===== config.mk =====
export PLATFORM = sky130hd
export DESIGN_NAME = ep_test_engine
export DESIGN_NICKNAME = d
export VERILOG_FILES = /design/src/rtl/ept_pkg.sv /design/src/rtl/ept_addr_check.sv /design/src/rtl/ept_cmd_decode.sv /design/src/rtl/ept_xfer_seq.sv /design/src/rtl/ep_test_engine.sv
export SDC_FILE = /design/constraint.sdc
export NUM_CORES = 1
export LEC_CHECK = 0
export BUFFER_PORTS_ARGS = -buffer_cell sky130_fd_sc_hd__buf_2
export CAP_MARGIN = 20
export CORE_UTILIZATION = 39
export CTS_CLUSTER_DIAMETER = 100
export CTS_CLUSTER_SIZE = 25
export DETAILED_ROUTE_END_ITERATION = 10
export PLACE_DENSITY_LB_ADDON = 0.3
export SLEW_MARGIN = 20
export SYNTH_ARGS = -nofsm -noshare
export SYNTH_HDL_FRONTEND = slang
export SYNTH_HIERARCHICAL = 1
export SYNTH_SLANG_ARGS = --single-unit

===== constraint.sdc =====
create_clock -name clk -period 4.25 [get_ports clk]
set_clock_uncertainty 0.15 [all_clocks]
set_input_delay 0.425 -clock clk [delete_from_list [all_inputs] [get_ports clk]]
set_output_delay 0.425 -clock clk [all_outputs]
set_load 0.05 [all_outputs]

===== src/rtl/ept_pkg.sv =====
package ept_pkg;
   typedef enum logic [2:0] {OP_NONE, OP_READ, OP_WRITE, OP_COPY, OP_IRQ} op_e;
   typedef enum logic [2:0] {S_IDLE, S_CHECK, S_RD, S_WR, S_FIN} st_e;

   localparam logic [3:0] W_MAGIC  = 4'd0;
   localparam logic [3:0] W_CMD    = 4'd1;
   localparam logic [3:0] W_STAT   = 4'd2;
   localparam logic [3:0] W_SRC    = 4'd3;
   localparam logic [3:0] W_DST    = 4'd4;
   localparam logic [3:0] W_SIZE   = 4'd5;
   localparam logic [3:0] W_CSUM   = 4'd6;
   localparam logic [3:0] W_IKIND  = 4'd7;
   localparam logic [3:0] W_IVEC   = 4'd8;

   localparam int B_RD_OK  = 0;
   localparam int B_RD_BAD = 1;
   localparam int B_WR_OK  = 2;
   localparam int B_WR_BAD = 3;
   localparam int B_CP_OK  = 4;
   localparam int B_CP_BAD = 5;
   localparam int B_IRQ    = 6;
   localparam int B_SRC_X  = 7;
   localparam int B_DST_X  = 8;
   localparam int STAT_W   = 9;
endpackage


===== src/rtl/ept_addr_check.sv =====
module ept_addr_check #(
   parameter int AW = 32
) (
   input  logic [AW-1:0] addr_i,
   input  logic [AW-1:0] size_i,
   output logic          ok_o
);
   logic [AW:0] fin;
   assign fin  = {1'b0, addr_i} + {1'b0, size_i};
   // ending exactly at 2^AW is allowed; anything past it wraps
   assign ok_o = (addr_i[1:0] == 2'b00) && !(fin[AW] && (fin[AW-1:0] != '0));
endmodule


===== src/rtl/ept_cmd_decode.sv =====
module ept_cmd_decode
   import ept_pkg::*;
(
   input  logic [5:0] cmd_i,
   output op_e        op_o,
   output logic [1:0] kind_o
);
   always_comb begin
      op_o   = OP_NONE;
      kind_o = 2'd0;
      if (cmd_i[3])      op_o = OP_READ;
      else if (cmd_i[4]) op_o = OP_WRITE;
      else if (cmd_i[5]) op_o = OP_COPY;
      else if (cmd_i[0]) begin op_o = OP_IRQ; kind_o = 2'd0; end
      else if (cmd_i[1]) begin op_o = OP_IRQ; kind_o = 2'd1; end
      else if (cmd_i[2]) begin op_o = OP_IRQ; kind_o = 2'd2; end
   end
endmodule


===== src/rtl/ept_xfer_seq.sv =====
module ept_xfer_seq
   import ept_pkg::*;
#(
   parameter int          AW           = 32,
   parameter logic [31:0] PATTERN_BASE = 32'hC0DE_0000
) (
   input  logic          clk,
   input  logic          rst_n,
   input  logic          start_i,
   input  op_e           op_i,
   input  logic [AW-1:0] src_i,
   input  logic [AW-1:0] dst_i,
   input  logic [AW-1:0] size_i,
   output logic          mem_req,
   output logic          mem_we,
   output logic [AW-1:0] mem_addr,
   output logic [AW-1:0] mem_wdata,
   input  logic          mem_ack,
   input  logic [AW-1:0] mem_rdata,
   output logic          busy_o,
   output logic          done_o,
   output op_e           op_o,
   output logic          ok_o,
   output logic          src_bad_o,
   output logic          dst_bad_o,
   output logic [AW-1:0] csum_o
);
   localparam int NW = AW - 2;

   st_e           st;
   op_e           op_q;
   logic [AW-1:0] rp, wp, size_q, cnt, data_q, acc;
   logic [NW-1:0] nleft;
   logic          sbad, dbad, ok_q;
   logic          need_src, need_dst, sb_now, db_now;
   logic [1:0]    chk_ok;
   logic [AW-1:0] chk_addr [2];

   assign chk_addr[0] = rp;
   assign chk_addr[1] = wp;

   for (genvar g = 0; g < 2; g++) begin : g_chk
      ept_addr_check #(.AW(AW)) u_chk (
         .addr_i(chk_addr[g]),
         .size_i(size_q),
         .ok_o  (chk_ok[g])
      );
   end

   assign need_src = (op_q == OP_READ)  || (op_q == OP_COPY);
   assign need_dst = (op_q == OP_WRITE) || (op_q == OP_COPY);
   assign sb_now   = need_src && !chk_ok[0];
   assign db_now   = need_dst && !chk_ok[1];

   always_ff @(posedge clk) begin
      if (!rst_n) begin
         st     <= S_IDLE;
         op_q   <= OP_NONE;
         rp     <= '0;
         wp     <= '0;
         size_q <= '0;
         cnt    <= '0;
         data_q <= '0;
         acc    <= '0;
         nleft  <= '0;
         sbad   <= 1'b0;
         dbad   <= 1'b0;
         ok_q   <= 1'b0;
      end else begin
         case (st)
            S_IDLE: if (start_i && op_i != OP_NONE) begin
               op_q   <= op_i;
               rp     <= src_i;
               wp     <= dst_i;
               size_q <= size_i;
               nleft  <= size_i[AW-1:2];
               cnt    <= '0;
               acc    <= '0;
               sbad   <= 1'b0;
               dbad   <= 1'b0;
               ok_q   <= 1'b1;
               st     <= (op_i == OP_IRQ) ? S_FIN : S_CHECK;
            end
            S_CHECK: begin
               sbad <= sb_now;
               dbad <= db_now;
               if (sb_now || db_now) begin
                  ok_q <= 1'b0;
                  st   <= S_FIN;
               end else if (nleft == '0) begin
                  st <= S_FIN;
               end else begin
                  st <= (op_q == OP_WRITE) ? S_WR : S_RD;
               end
            end
            S_RD: if (mem_ack) begin
               acc    <= acc ^ mem_rdata;
               data_q <= mem_rdata;
               rp     <= rp + AW'(4);
               if (op_q == OP_COPY) begin
                  st <= S_WR;
               end else begin
                  nleft <= nleft - NW'(1);
                  if (nleft == NW'(1)) st <= S_FIN;
               end
            end
            S_WR: if (mem_ack) begin
               if (op_q == OP_WRITE) acc <= acc ^ mem_wdata;
               wp    <= wp + AW'(4);
               cnt   <= cnt + AW'(1);
               nleft <= nleft - NW'(1);
               if (nleft == NW'(1))       st <= S_FIN;
               else if (op_q == OP_COPY)  st <= S_RD;
            end
            S_FIN:   st <= S_IDLE;
            default: st <= S_IDLE;
         endcase
      end
   end

   assign mem_req   = (st == S_RD) || (st == S_WR);
   assign mem_we    = (st == S_WR);
   assign mem_addr  = (st == S_WR) ? wp : rp;
   assign mem_wdata = (op_q == OP_COPY) ? data_q : (PATTERN_BASE + cnt);
   assign busy_o    = (st != S_IDLE);
   assign done_o    = (st == S_FIN);
   assign op_o      = op_q;
   assign ok_o      = ok_q;
   assign src_bad_o = sbad;
   assign dst_bad_o = dbad;
   assign csum_o    = acc;

   // an access is held unchanged until acknowledged
   p_req_hold_r11: assert property (@(posedge clk) disable iff (!rst_n)
      (mem_req && !mem_ack) |=> (mem_req && $stable(mem_addr) && $stable(mem_we)));
   // a failed validation never reaches memory
   p_bad_no_access_r8: assert property (@(posedge clk) disable iff (!rst_n)
      (st == S_CHECK && (sb_now || db_now)) |=> !mem_req);
   // a read operation never writes
   p_read_no_write_r6: assert property (@(posedge clk) disable iff (!rst_n)
      (mem_req && mem_we) |-> (op_q != OP_READ));
   // in a copy each completed read is followed by a write
   p_copy_alt_r7: assert property (@(posedge clk) disable iff (!rst_n)
      (st == S_RD && mem_ack && op_q == OP_COPY) |=> (mem_req && mem_we));
endmodule


===== src/rtl/ep_test_engine.sv =====
module ep_test_engine
   import ept_pkg::*;
#(
   parameter int          AW           = 32,
   parameter int          IRQN_W       = 12,
   parameter logic [31:0] PATTERN_BASE = 32'hC0DE_0000
) (
   input  logic              clk,
   input  logic              rst_n,
   input  logic              reg_we,
   input  logic [3:0]        reg_word,
   input  logic [AW-1:0]     reg_wdata,
   output logic [AW-1:0]     reg_rdata,
   output logic              mem_req,
   output logic              mem_we,
   output logic [AW-1:0]     mem_addr,
   output logic [AW-1:0]     mem_wdata,
   input  logic              mem_ack,
   input  logic [AW-1:0]     mem_rdata,
   output logic              irq_req,
   output logic [1:0]        irq_kind,
   output logic [IRQN_W-1:0] irq_num
);
   if (AW != 32) begin : g_bad_aw
      $error("ep_test_engine: AW must be 32");
   end
   if (IRQN_W < 1 || IRQN_W > AW) begin : g_bad_irqn
      $error("ep_test_engine: IRQN_W out of range");
   end

   logic [AW-1:0]     magic_q, src_q, dst_q, size_q, csum_q;
   logic [5:0]        cmd_q;
   logic [STAT_W-1:0] stat_q;
   logic [1:0]        ikind_q, rkind_q;
   logic [IRQN_W-1:0] ivec_q;

   op_e           dec_op, seq_op;
   logic [1:0]    dec_kind;
   logic          busy, done, seq_ok, sbad, dbad, cmd_hit, fire, rd_pass;
   logic [AW-1:0] seq_csum;

   assign cmd_hit = reg_we && (reg_word == W_CMD);
   assign fire    = cmd_hit && !busy;

   ept_cmd_decode u_dec (
      .cmd_i (reg_wdata[5:0]),
      .op_o  (dec_op),
      .kind_o(dec_kind)
   );

   ept_xfer_seq #(.AW(AW), .PATTERN_BASE(PATTERN_BASE)) u_seq (
      .clk      (clk),
      .rst_n    (rst_n),
      .start_i  (fire),
      .op_i     (dec_op),
      .src_i    (src_q),
      .dst_i    (dst_q),
      .size_i   (size_q),
      .mem_req  (mem_req),
      .mem_we   (mem_we),
      .mem_addr (mem_addr),
      .mem_wdata(mem_wdata),
      .mem_ack  (mem_ack),
      .mem_rdata(mem_rdata),
      .busy_o   (busy),
      .done_o   (done),
      .op_o     (seq_op),
      .ok_o     (seq_ok),
      .src_bad_o(sbad),
      .dst_bad_o(dbad),
      .csum_o   (seq_csum)
   );

   assign rd_pass = seq_ok && (seq_csum == csum_q);

   always_ff @(posedge clk) begin
      if (!rst_n) begin
         magic_q  <= '0;
         src_q    <= '0;
         dst_q    <= '0;
         size_q   <= '0;
         csum_q   <= '0;
         cmd_q    <= '0;
         stat_q   <= '0;
         ikind_q  <= '0;
         rkind_q  <= '0;
         ivec_q   <= '0;
         irq_req  <= 1'b0;
         irq_kind <= '0;
         irq_num  <= '0;
      end else begin
         irq_req <= 1'b0;
         if (reg_we) begin
            case (reg_word)
               W_MAGIC: magic_q <= reg_wdata;
               W_SRC:   src_q   <= reg_wdata;
               W_DST:   dst_q   <= reg_wdata;
               W_SIZE:  size_q  <= reg_wdata;
               W_CSUM:  csum_q  <= reg_wdata;
               W_IKIND: ikind_q <= reg_wdata[1:0];
               W_IVEC:  ivec_q  <= reg_wdata[IRQN_W-1:0];
               default: ;
            endcase
         end
         if (fire) begin
            cmd_q   <= reg_wdata[5:0];
            rkind_q <= dec_kind;
            stat_q  <= '0;
         end
         if (done) begin
            case (seq_op)
               OP_READ: begin
                  stat_q[B_RD_OK]  <= rd_pass;
                  stat_q[B_RD_BAD] <= !rd_pass;
                  stat_q[B_SRC_X]  <= sbad;
               end
               OP_WRITE: begin
                  stat_q[B_WR_OK]  <= seq_ok;
                  stat_q[B_WR_BAD] <= !seq_ok;
                  stat_q[B_DST_X]  <= dbad;
                  if (seq_ok) csum_q <= seq_csum;
               end
               OP_COPY: begin
                  stat_q[B_CP_OK]  <= seq_ok;
                  stat_q[B_CP_BAD] <= !seq_ok;
                  stat_q[B_SRC_X]  <= sbad;
                  stat_q[B_DST_X]  <= dbad;
               end
               default: ;
            endcase
            stat_q[B_IRQ] <= 1'b1;
            irq_req       <= 1'b1;
            irq_kind      <= (seq_op == OP_IRQ) ? rkind_q : ikind_q;
            irq_num       <= ivec_q;
         end
      end
   end

   always_comb begin
      reg_rdata = '0;
      case (reg_word)
         W_MAGIC: reg_rdata = magic_q;
         W_CMD:   reg_rdata = AW'(cmd_q);
         W_STAT:  reg_rdata = AW'(stat_q);
         W_SRC:   reg_rdata = src_q;
         W_DST:   reg_rdata = dst_q;
         W_SIZE:  reg_rdata = size_q;
         W_CSUM:  reg_rdata = csum_q;
         W_IKIND: reg_rdata = AW'(ikind_q);
         W_IVEC:  reg_rdata = AW'(ivec_q);
         default: reg_rdata = '0;
      endcase
   end

   // completion request lasts exactly one cycle
   p_irq_pulse_r9: assert property (@(posedge clk) disable iff (!rst_n)
      irq_req |=> !irq_req);
   // a command written while busy leaves status untouched
   p_busy_ignore_r10: assert property (@(posedge clk) disable iff (!rst_n)
      (busy && !done && cmd_hit) |=> (stat_q == $past(stat_q)));
   // one outcome bit at most per operation
   p_one_result_r4: assert property (@(posedge clk) disable iff (!rst_n)
      irq_req |-> ($countones(stat_q[5:0]) <= 1));
   // the raised bit accompanies every completion
   p_irq_flag_r9: assert property (@(posedge clk) disable iff (!rst_n)
      irq_req |-> stat_q[B_IRQ]);
endmodule


* Word-level counts from Yosys, hierarchy flattened
Cells that the tools add are included.
W data, S select, Z words.
** Operators by class
- $add $sub $neg :: 7
- Eq/ne operators :: 27
- Muxes and demuxes :: 65
- Bitwise gates (word level) :: 2
- Reductions and logical operators :: 52
** Operators with widths (count)
- $mux W32 :: 16
- $pmux W32 S9 :: 1
- $pmux W32 S2 :: 3
- $mux W30 :: 4
- $pmux W32 S3 :: 1
- $pmux W30 S3 :: 1
- $add A32 B32 Y33 :: 2
- $add A32 B3 Y32 const B :: 2
- $reduce_bool A32 Y1 :: 2
- $xor A32 B32 Y32 :: 2
- $mux W3 :: 16
- $add A32 B1 Y32 const B :: 1
- $add A32 B32 Y32 const A :: 1
- $eq A32 B32 Y1 :: 1
- $eq A30 B1 Y1 const B :: 1
- $logic_not A30 Y1 :: 1
- $sub A30 B1 Y30 const B :: 1
- $mux W2 :: 10
- $mux W9 :: 2
- $reduce_and A2 Y1 :: 9
- $eq A4 B3 Y1 const B :: 4
- $reduce_and A5 Y1 :: 3
- $eq A3 B2 Y1 const B :: 4
- $pmux W3 S4 :: 1
- 20 further kinds :: 64
** Word-level totals
- Bits in registers :: 437
- Input port bits :: 72
- Output and inout port bits :: 113
- Word-level logic and storage cells :: 179

* Longest topological paths before layout
Gate-level depths: netlist of the first run.
- Word-level depth :: 10
- Mapped depth :: 16
- Gate-level depth less buffers :: 16

* Hierarchy
The synthesis of the first run kept the hierarchy.
** Modules (own cells, without submodules)
- ept_xfer_seq :: instances 1, cells each 1731, area each 12484.5 µm², sequential area each 4624.4 µm²
- ep_test_engine :: instances 1, cells each 1163, area each 8987.4 µm², sequential area each 4124.0 µm²
- ept_addr_check at u_seq.g_chk[0].u_chk :: instances 1, cells each 300, area each 2125.8 µm², sequential area each 0.0 µm²
- ept_addr_check at u_seq.g_chk[1].u_chk :: instances 1, cells each 272, area each 1906.8 µm², sequential area each 0.0 µm²
- ept_cmd_decode :: instances 1, cells each 9, area each 58.8 µm², sequential area each 0.0 µm²

* Worst setup path before layout of the first run
No wires, ideal clock.
- Kind :: register to register
- Start :: register u_seq.wp[0]
- End :: register u_seq.st[2]
- Library setup time :: 115 ps
- Arrival time :: 3516 ps
- Data required time :: 3985 ps
- Setup slack :: 469 ps
- Stages on the path, launching flop included :: 17
- Path buffers :: 0
- Period minus slack after synthesis :: 3781 ps
- Cell sequence :: dfxtp_1 -> ha_1 -> fa_1 -> nor4_1 -> o2111ai_1 -> a2111oi_0 -> nand4_1 -> nor4_1 -> nand4_1 -> or4_1 -> nor4_2 -> a41o_1 -> nand2b_1 -> a21oi_1 -> a21oi_1 -> o221ai_1 -> and2_1
** On the way
- Cells in the longest elaborated chain, start to end :: 10
- Elaborated cells between the ends (all ways) :: 11
- Those cells by class :: add/sub (1); mux (2); reduce/logical (8)
** Ends and longest elaborated chain
- start, declared :: line ept_xfer_seq.sv:32 : logic [AW-1:0] rp, wp, size_q, cnt, data_q, acc;
- start signal, assigned :: line ept_xfer_seq.sv:74 : wp <= dst_i;
- start signal, assigned :: line ept_xfer_seq.sv:109 : wp <= wp + AW'(4);
- $add A32 B32 Y33 :: line ept_addr_check.sv:9 : assign fin = {1'b0, addr_i} + {1'b0, size_i};
- $reduce_bool A32 Y1 :: line ept_addr_check.sv:11 : assign ok_o = (addr_i[1:0] == 2'b00) && !(fin[AW] && (fin[AW-1:0] != '0));
- $logic_and A1 B1 Y1 :: line ept_addr_check.sv:11
- $logic_not A1 Y1 :: line ept_addr_check.sv:11
- $logic_and A1 B1 Y1 * :: line ept_addr_check.sv:11
- via u_seq.chk_ok[1] :: line ept_xfer_seq.sv:36 : logic [1:0] chk_ok;
- $logic_not A1 Y1 * :: line ept_xfer_seq.sv:53 : assign db_now = need_dst && !chk_ok[1];
- $logic_and A1 B1 Y1 * :: line ept_xfer_seq.sv:53
- $logic_or A1 B1 Y1 * :: line ept_xfer_seq.sv:87 : if (sb_now || db_now) begin
- $mux W3 * :: line ept_xfer_seq.sv:87
- $pmux W3 S4 * :: line ept_xfer_seq.sv:70 : case (st)
- end signal, assigned :: line ept_xfer_seq.sv:82 : st <= (op_i == OP_IRQ) ? S_FIN : S_CHECK;
- end signal, assigned :: line ept_xfer_seq.sv:93 : st <= (op_q == OP_WRITE) ? S_WR : S_RD;
- end, declared :: line ept_xfer_seq.sv:30 : st_e st;
The timed path passes the listed nets; every way through them passes the cells marked *.
A chain may end at the register's enable or synchronous reset.

* Worst setup path after layout of the first run
- Start :: register u_seq.size_q[2]
- End :: register u_seq.st[0]
** On the way
- Cells in the longest elaborated chain, start to end :: 10
- Elaborated cells between the ends (all ways) :: 17
- Those cells by class :: add/sub (2); mux (2); reduce/logical (13)
** Ends and longest elaborated chain
- start, declared :: line ept_xfer_seq.sv:32
- start signal, assigned :: line ept_xfer_seq.sv:75 : size_q <= size_i;
- $add A32 B32 Y33 * :: line ept_addr_check.sv:9
- $reduce_bool A32 Y1 :: line ept_addr_check.sv:11
- $logic_and A1 B1 Y1 * :: line ept_addr_check.sv:11
- $logic_not A1 Y1 * :: line ept_addr_check.sv:11
- $logic_and A1 B1 Y1 * :: line ept_addr_check.sv:11
- via u_seq.chk_ok[1] :: line ept_xfer_seq.sv:36
- $logic_not A1 Y1 * :: line ept_xfer_seq.sv:53
- $logic_and A1 B1 Y1 * :: line ept_xfer_seq.sv:53
- $logic_or A1 B1 Y1 * :: line ept_xfer_seq.sv:87
- $mux W3 * :: line ept_xfer_seq.sv:87
- $pmux W3 S4 * :: line ept_xfer_seq.sv:70
Marks and branches as above.

==> flow_summary.yaml, run 1 <==
clocking:
  cts.clk_slew.worst_paths_ns: 0.11
  clock_path_buffers: 3
  cts_max_level: 1
  clk_latency_ns: 0.57
  cts_tree: "done"
  cts_root_buffer: "clkbuf_16"
  clock_sinks: 437
  cts_made_buffers: 21
setup_path:
  crit_path_end: "u_seq/st[0]"
  reg2reg_from: "u_seq/size_q[2]"
  endpoint_kind: "flip-flop"
  timing.rr.end: "u_seq/st[0]"
  start_kind: "flip-flop"
  crit_type: "reg -> reg"
  crit_start: "u_seq/size_q[2]"
  r2r_cells: 16
  reg2reg_slack_ns: 0.14
  critPathRequiredTime_ns: 4.56
  cp.arrival_ns: 4.42
  crit_path_max_fanout: 4
logic_synthesis:
  synth_edf_count: 0
  synth.most_common_cell: "nand2_1"
  syn_nets: 3620
  ys_async_sr_fraction: 0
  netlist_top_cells_count: "nand2_1, dfxtp_1, a21oi_1, nor2_1, clkbuf_1"
  synthCells: 3475
  yosysSeqAreaShare: 0.342
  ys_ff_latch: 437
  ys_types: 105
  synth_top_area_frac: 0.342
  synth_area_leader_cell: "dfxtp_1"
  syn_area_per_cell_um2: 7.36
  synth_ff_type: "dfxtp_1"
  ys_warn_count: 6
  syn-cell-area_um2: 25600
  synth_area_leaders: "dfxtp_1, nand2_1, a21oi_1"
die:
  die_w_um: 258
  coreArea_um2: 64600
  die_area_um2: 66600
  io_pins: 185
  fp.dieH_um: 258
  fp-row-count: 93
  start_util: 0.396
drt:
  viasPerCell: 5.98
  wire_per_inst_um: 23.2
  num_vias: 27089
  drc_errors: 0
  drt_wl_total_mm: 105
  dr.pass1.iters: 8
  antenna_left: 0
  first_iter_violations: 3642
sta:
  maxSlewHeadroom: 0.335
  tightest_slew_ns: 0.987
  post-route-period-util: 0.968
  fin_crit_ns: 4.11
  drv_slew: 0
  rsz0062_at_grt: "yes"
  max_freq_mhz: 243
  hold_viol: 0
  finalWorstSetupSlack_ns: 0.138
  setup_violations: 0
grt:
  grt_pass1_wl_mm: 157
  grt_max_degree: 99
  grt_pass1_vias: 24560
  antenna_found_initial: 3
  track_usage: 0.303
  grt_overflow_total: 0
final_layout:
  antenna_cells: 0
  drive_gt1_frac: 0.141
  area_growth_pct: 14.3
  fin_nets: 3819
  fillers: 6609
  stdcell_count: 4530
  final_core_util: 0.453
  design_area_um2: 29200
placed_design:
  gp_congestion: 1.03
  dp.cells: 4467
  io_buffers: 184
  placed_cell_area_um2: 28100
  hpwl_mm: 79.1
  pre_cts_slack_ns: -0.260
status:
  status: "complete, no violations"
power_and_ir_drop:
  p_leak_nw: 11.3
  power.density_nw_per_um2: 242
  total_power_mw: 7.06
  vdd_drop_max_mv: 0.234
min_path:
  hp-class: "in -> reg"
flow_run:
  drv_cap: 0
[how the worst min path moves through the flow]
stage                         start  slack [ns]               to  cells past startpoint
floorplan           u_seq/dst_bad_o        0.28        stat_q[8]                      2
global placement           cmd_q[3]        0.29         cmd_q[3]                      2
detailed placement  u_seq/data_q[1]        0.30  u_seq/data_q[1]                      2
CTS                   reg_wdata[22]       0.003        dst_q[22]                      3
global route          reg_wdata[17]        0.01        src_q[17]                      3
finish                reg_wdata[22]        0.01        dst_q[22]                      3
[cells by family after synthesis]
kind of cell	Yosys count	share of synthesized area
AOI/OAI and AO/OA	924	0.233
xor gates and xnor gates	119	0.0408
adders and majority gates	73	0.0363
buffers and inverters	280	0.0462
DFF	437	0.342
muxes	59	0.0244
and+or+nand+nor	1583	0.277
[cells in the final DEF (no fill, tap or decap), types with 37 or more instances in the layout]
cell type / n
xor2_1: 67
inv_1: 37
dfxtp_1: 434
o21ai_0: 98
ha_1: 70
nand4_1: 43
nor3_1: 62
nor2_1: 311
buf_2: 184
nand2_1: 788
a22oi_1: 88
nand3_1: 136
a21oi_1: 383
xnor2_1: 52
buf_4: 189
[metal layers]
metal	part of all wire	up-vias	track usage
met5	0.00015	-	0
met4	0.043	4	0.115
met3	0.085	213	0.0423
met2	0.45	1307	0.487
met1	0.42	12812	0.411
li1	-	12753	-
[cell type report]
cell class,instances,area (um^2),share of cell area
clock inverters,2,38.8,0.00133
well taps,855,1070,0.0366
flip-flops and latches,437,8750,0.299
repair buffers,413,2780,0.0951
multi-input cells,2758,15900,0.544
inverters,43,170,0.00582
clock buffers,22,529,0.0181
[metrics by stage]
step | TNS, ns | hold WS, ns
after floorplan | 0 | 0.282
after global placement | -0.304 | 0.291
after detailed placement | -0.635 | 0.297
after CTS | -0.0154 | 0.00305
after global routing | -0.0263 | 0.0147
final | 0 | 0.00974
[power breakdown]
part,switching [mW],internal [mW]
clock,1.40,0.964
combinational,0.357,0.160
sequential,0.0475,4.13
[what timing repair did]
item                                   4_1_cts  5_1_grt
pin swaps                                   14       16
hold buffers                                36        0
resized for setup                           14       17
endpoints found under the hold margin       46        0
setup endpoints to repair                    4        5
setup buffers                                2        1
[critical path: stages (launching register included)]
cell	delay [ns]
dfxtp_1	0.33
ha_1	0.38
o211a_1	0.27
a221oi_2	0.29
buf_4	0.16
nor3_1	0.06
o31ai_1	0.40
a21oi_1	0.19
o22ai_1	0.17
xnor2_1	0.22
nor4_4	0.09
a41o_1	0.31
nand2b_4	0.17
a21oi_4	0.17
a21oi_2	0.07
a221o_1	0.33
a32o_2	0.23
(Power assumes the default switching activity.)
==> inputs of run 2 (changes only) <==
--- a/config.mk
+++ b/config.mk
@@ -7,7 +7,7 @@
 export LEC_CHECK = 0
 export BUFFER_PORTS_ARGS = -buffer_cell sky130_fd_sc_hd__buf_2
 export CAP_MARGIN = 20
-export CORE_UTILIZATION = 39
+export CORE_UTILIZATION = 35
 export CTS_CLUSTER_DIAMETER = 100
 export CTS_CLUSTER_SIZE = 25
 export DETAILED_ROUTE_END_ITERATION = 10
==> flow_summary.yaml, run 2 (synthesis gave the netlist of run 1 again) <==
setup_path:
  endpoint_kind: "flip-flop"
  crit_path_max_fanout: 2
  crit_type: "reg -> reg"
  critPathRequiredTime_ns: 4.63
  reg2reg_from: "u_seq/wp[0]"
  crit_start: "u_seq/wp[0]"
  cp.arrival_ns: 4.68
  start_kind: "flip-flop"
placed_design:
  io_buffers: 184
  pre_cts_slack_ns: -0.250
  dp.cells: 4560
  gp_congestion: 0.944
  hpwl_mm: 78.0
final_layout:
  drive_gt1_frac: 0.142
  fin_nets: 3832
  final_cell_mix: "nand2_1, dfxtp_1, a21oi_1"
  final_common_cell: "nand2_1"
  stdcell_count: 4644
  area_growth_pct: 15.6
status:
  violations: "negative setup slack"
  status: "complete, but fails checks"
sta:
  fin_crit_ns: 4.30
  setup_violations: 2
  finalWorstSetupSlack_ns: -0.0456
  maxSlewHeadroom: 0.286
  tightest_slew_ns: 1.07
  rsz0062_at_grt: "yes"
  max_freq_mhz: 233
  hold_viol: 0
  post-route-period-util: 1.01
  drv_slew: 0
clocking:
  clk_latency_ns: 0.60
  cts.clk_slew.worst_paths_ns: 0.11
  cts_made_buffers: 23
  cts_root_buffer: "clkbuf_16"
  clock_path_buffers: 3
  cts_tree: "done"
  cts_max_level: 1
  clock_sinks: 437
grt:
  grt_pass1_vias: 24437
  track_usage: 0.272
  grt_max_degree: 129
  grt_pass1_wl_mm: 157
  grt_overflow_total: 0
  antenna_found_initial: 4
drt:
  drt_wl_total_mm: 105
  dr.pass1.iters: 6
  antenna_left: 0
  wire_per_inst_um: 22.6
  first_iter_violations: 3410
  drc_errors: 0
  viasPerCell: 5.87
  num_vias: 27279
power_and_ir_drop:
  vdd_drop_max_mv: 0.229
  p_leak_nw: 11.4
  power.density_nw_per_um2: 246
flow_run:
  drv_cap: 0
min_path:
  worstHoldStart: "reg_wdata[14]"
  hp-class: "in -> reg"
die:
  io_pins: 185
  coreArea_um2: 71900
  fp.dieH_um: 272
  die_w_um: 272
  die_area_um2: 74100
  start_util: 0.356
  fp-row-count: 98
run 2: cell types whose count changed in the layout (fill, tap and decap cells not counted), sizes merged:
cell,delta
diode,+2
inv,+3
buf,-2
dlygate4sd3,+13
clkbuf,+3
bufinv,-1
clkinv,+1
run 2: cell type report:
type | instances | area, um^2
flip-flops and latches | 437 | 8750
fillers | 7530 | 42300
clock buffers | 25 | 593
inverters | 43 | 170
diodes | 2 | 5.00
well taps | 950 | 1190
multi-input cells | 2758 | 15900
repair buffers | 424 | 2880
clock inverters | 5 | 80.1
run 2: where the power goes:
group          total, mW  internal [mW]  switching (mW)
registers           4.17           4.13          0.0399
clock network       2.57           1.04            1.53
logic              0.530          0.164           0.365
total               7.26           5.33            1.93
run 2: metal layers:
metal,routed length (um),vias up,GRT usage
met2,47800,1314,0.437
li1,-,12756,-
met3,8460,177,0.0260
met5,13,-,0
met4,3750,2,0.0871
met1,45000,13030,0.380
run 2: worst paths after layout:
path                      endpoint  depth (start not counted)  slack, ns
setup / recovery       u_seq/st[0]                         18      -0.05
hold / removal           dst_q[14]                          3       0.02
setup reg to reg       u_seq/st[0]                         18      -0.05
hold reg to reg   u_seq/data_q[17]                          2       0.31
run 2: timing repair:
action | in CTS | in global routing
hold buffers | 49 | 0
gates resized for setup | 14 | 18
hold endpoints to repair | 96 | 0
setup buffers | 0 | 3
pin swaps | 9 | 20
setup endpoints to repair | 4 | 4
run 2: metrics by stage:
| step | power (mW) | setup TNS, ns | hold WS, ns | area [um^2] | util |
|---|---|---|---|---|---|
| final | 7.26 | -0.0834 | 0.0167 | 29500 | 0.411 |
| after global routing | 7.46 | -0.503 | 0.0157 | 29500 | 0.411 |
| after CTS | 7.27 | 0 | 0.000494 | 29400 | 0.410 |
| after detailed placement | 4.73 | -0.732 | 0.295 | 28200 | 0.393 |
| after global placement | 4.73 | -0.582 | 0.291 | 28200 | 0.393 |
| after floorplan | 4.51 | 0 | 0.282 | 25600 | - |
run 2: critical path, stage by stage (launching register included):
cell       delay [ns]
dfxtp_2          0.35
ha_4             0.16
fa_2             0.44
nor4_2           0.16
buf_4            0.17
o2111ai_2        0.10
a2111oi_2        0.30
nand4_1          0.17
nor4_2           0.29
nand4_1          0.14
or4_4            0.52
nor4_4           0.17
a41o_1           0.35
nand2b_4         0.18
a21oi_2          0.06
a21oi_2          0.14
buf_4            0.13
a221o_1          0.13
a32o_2           0.12
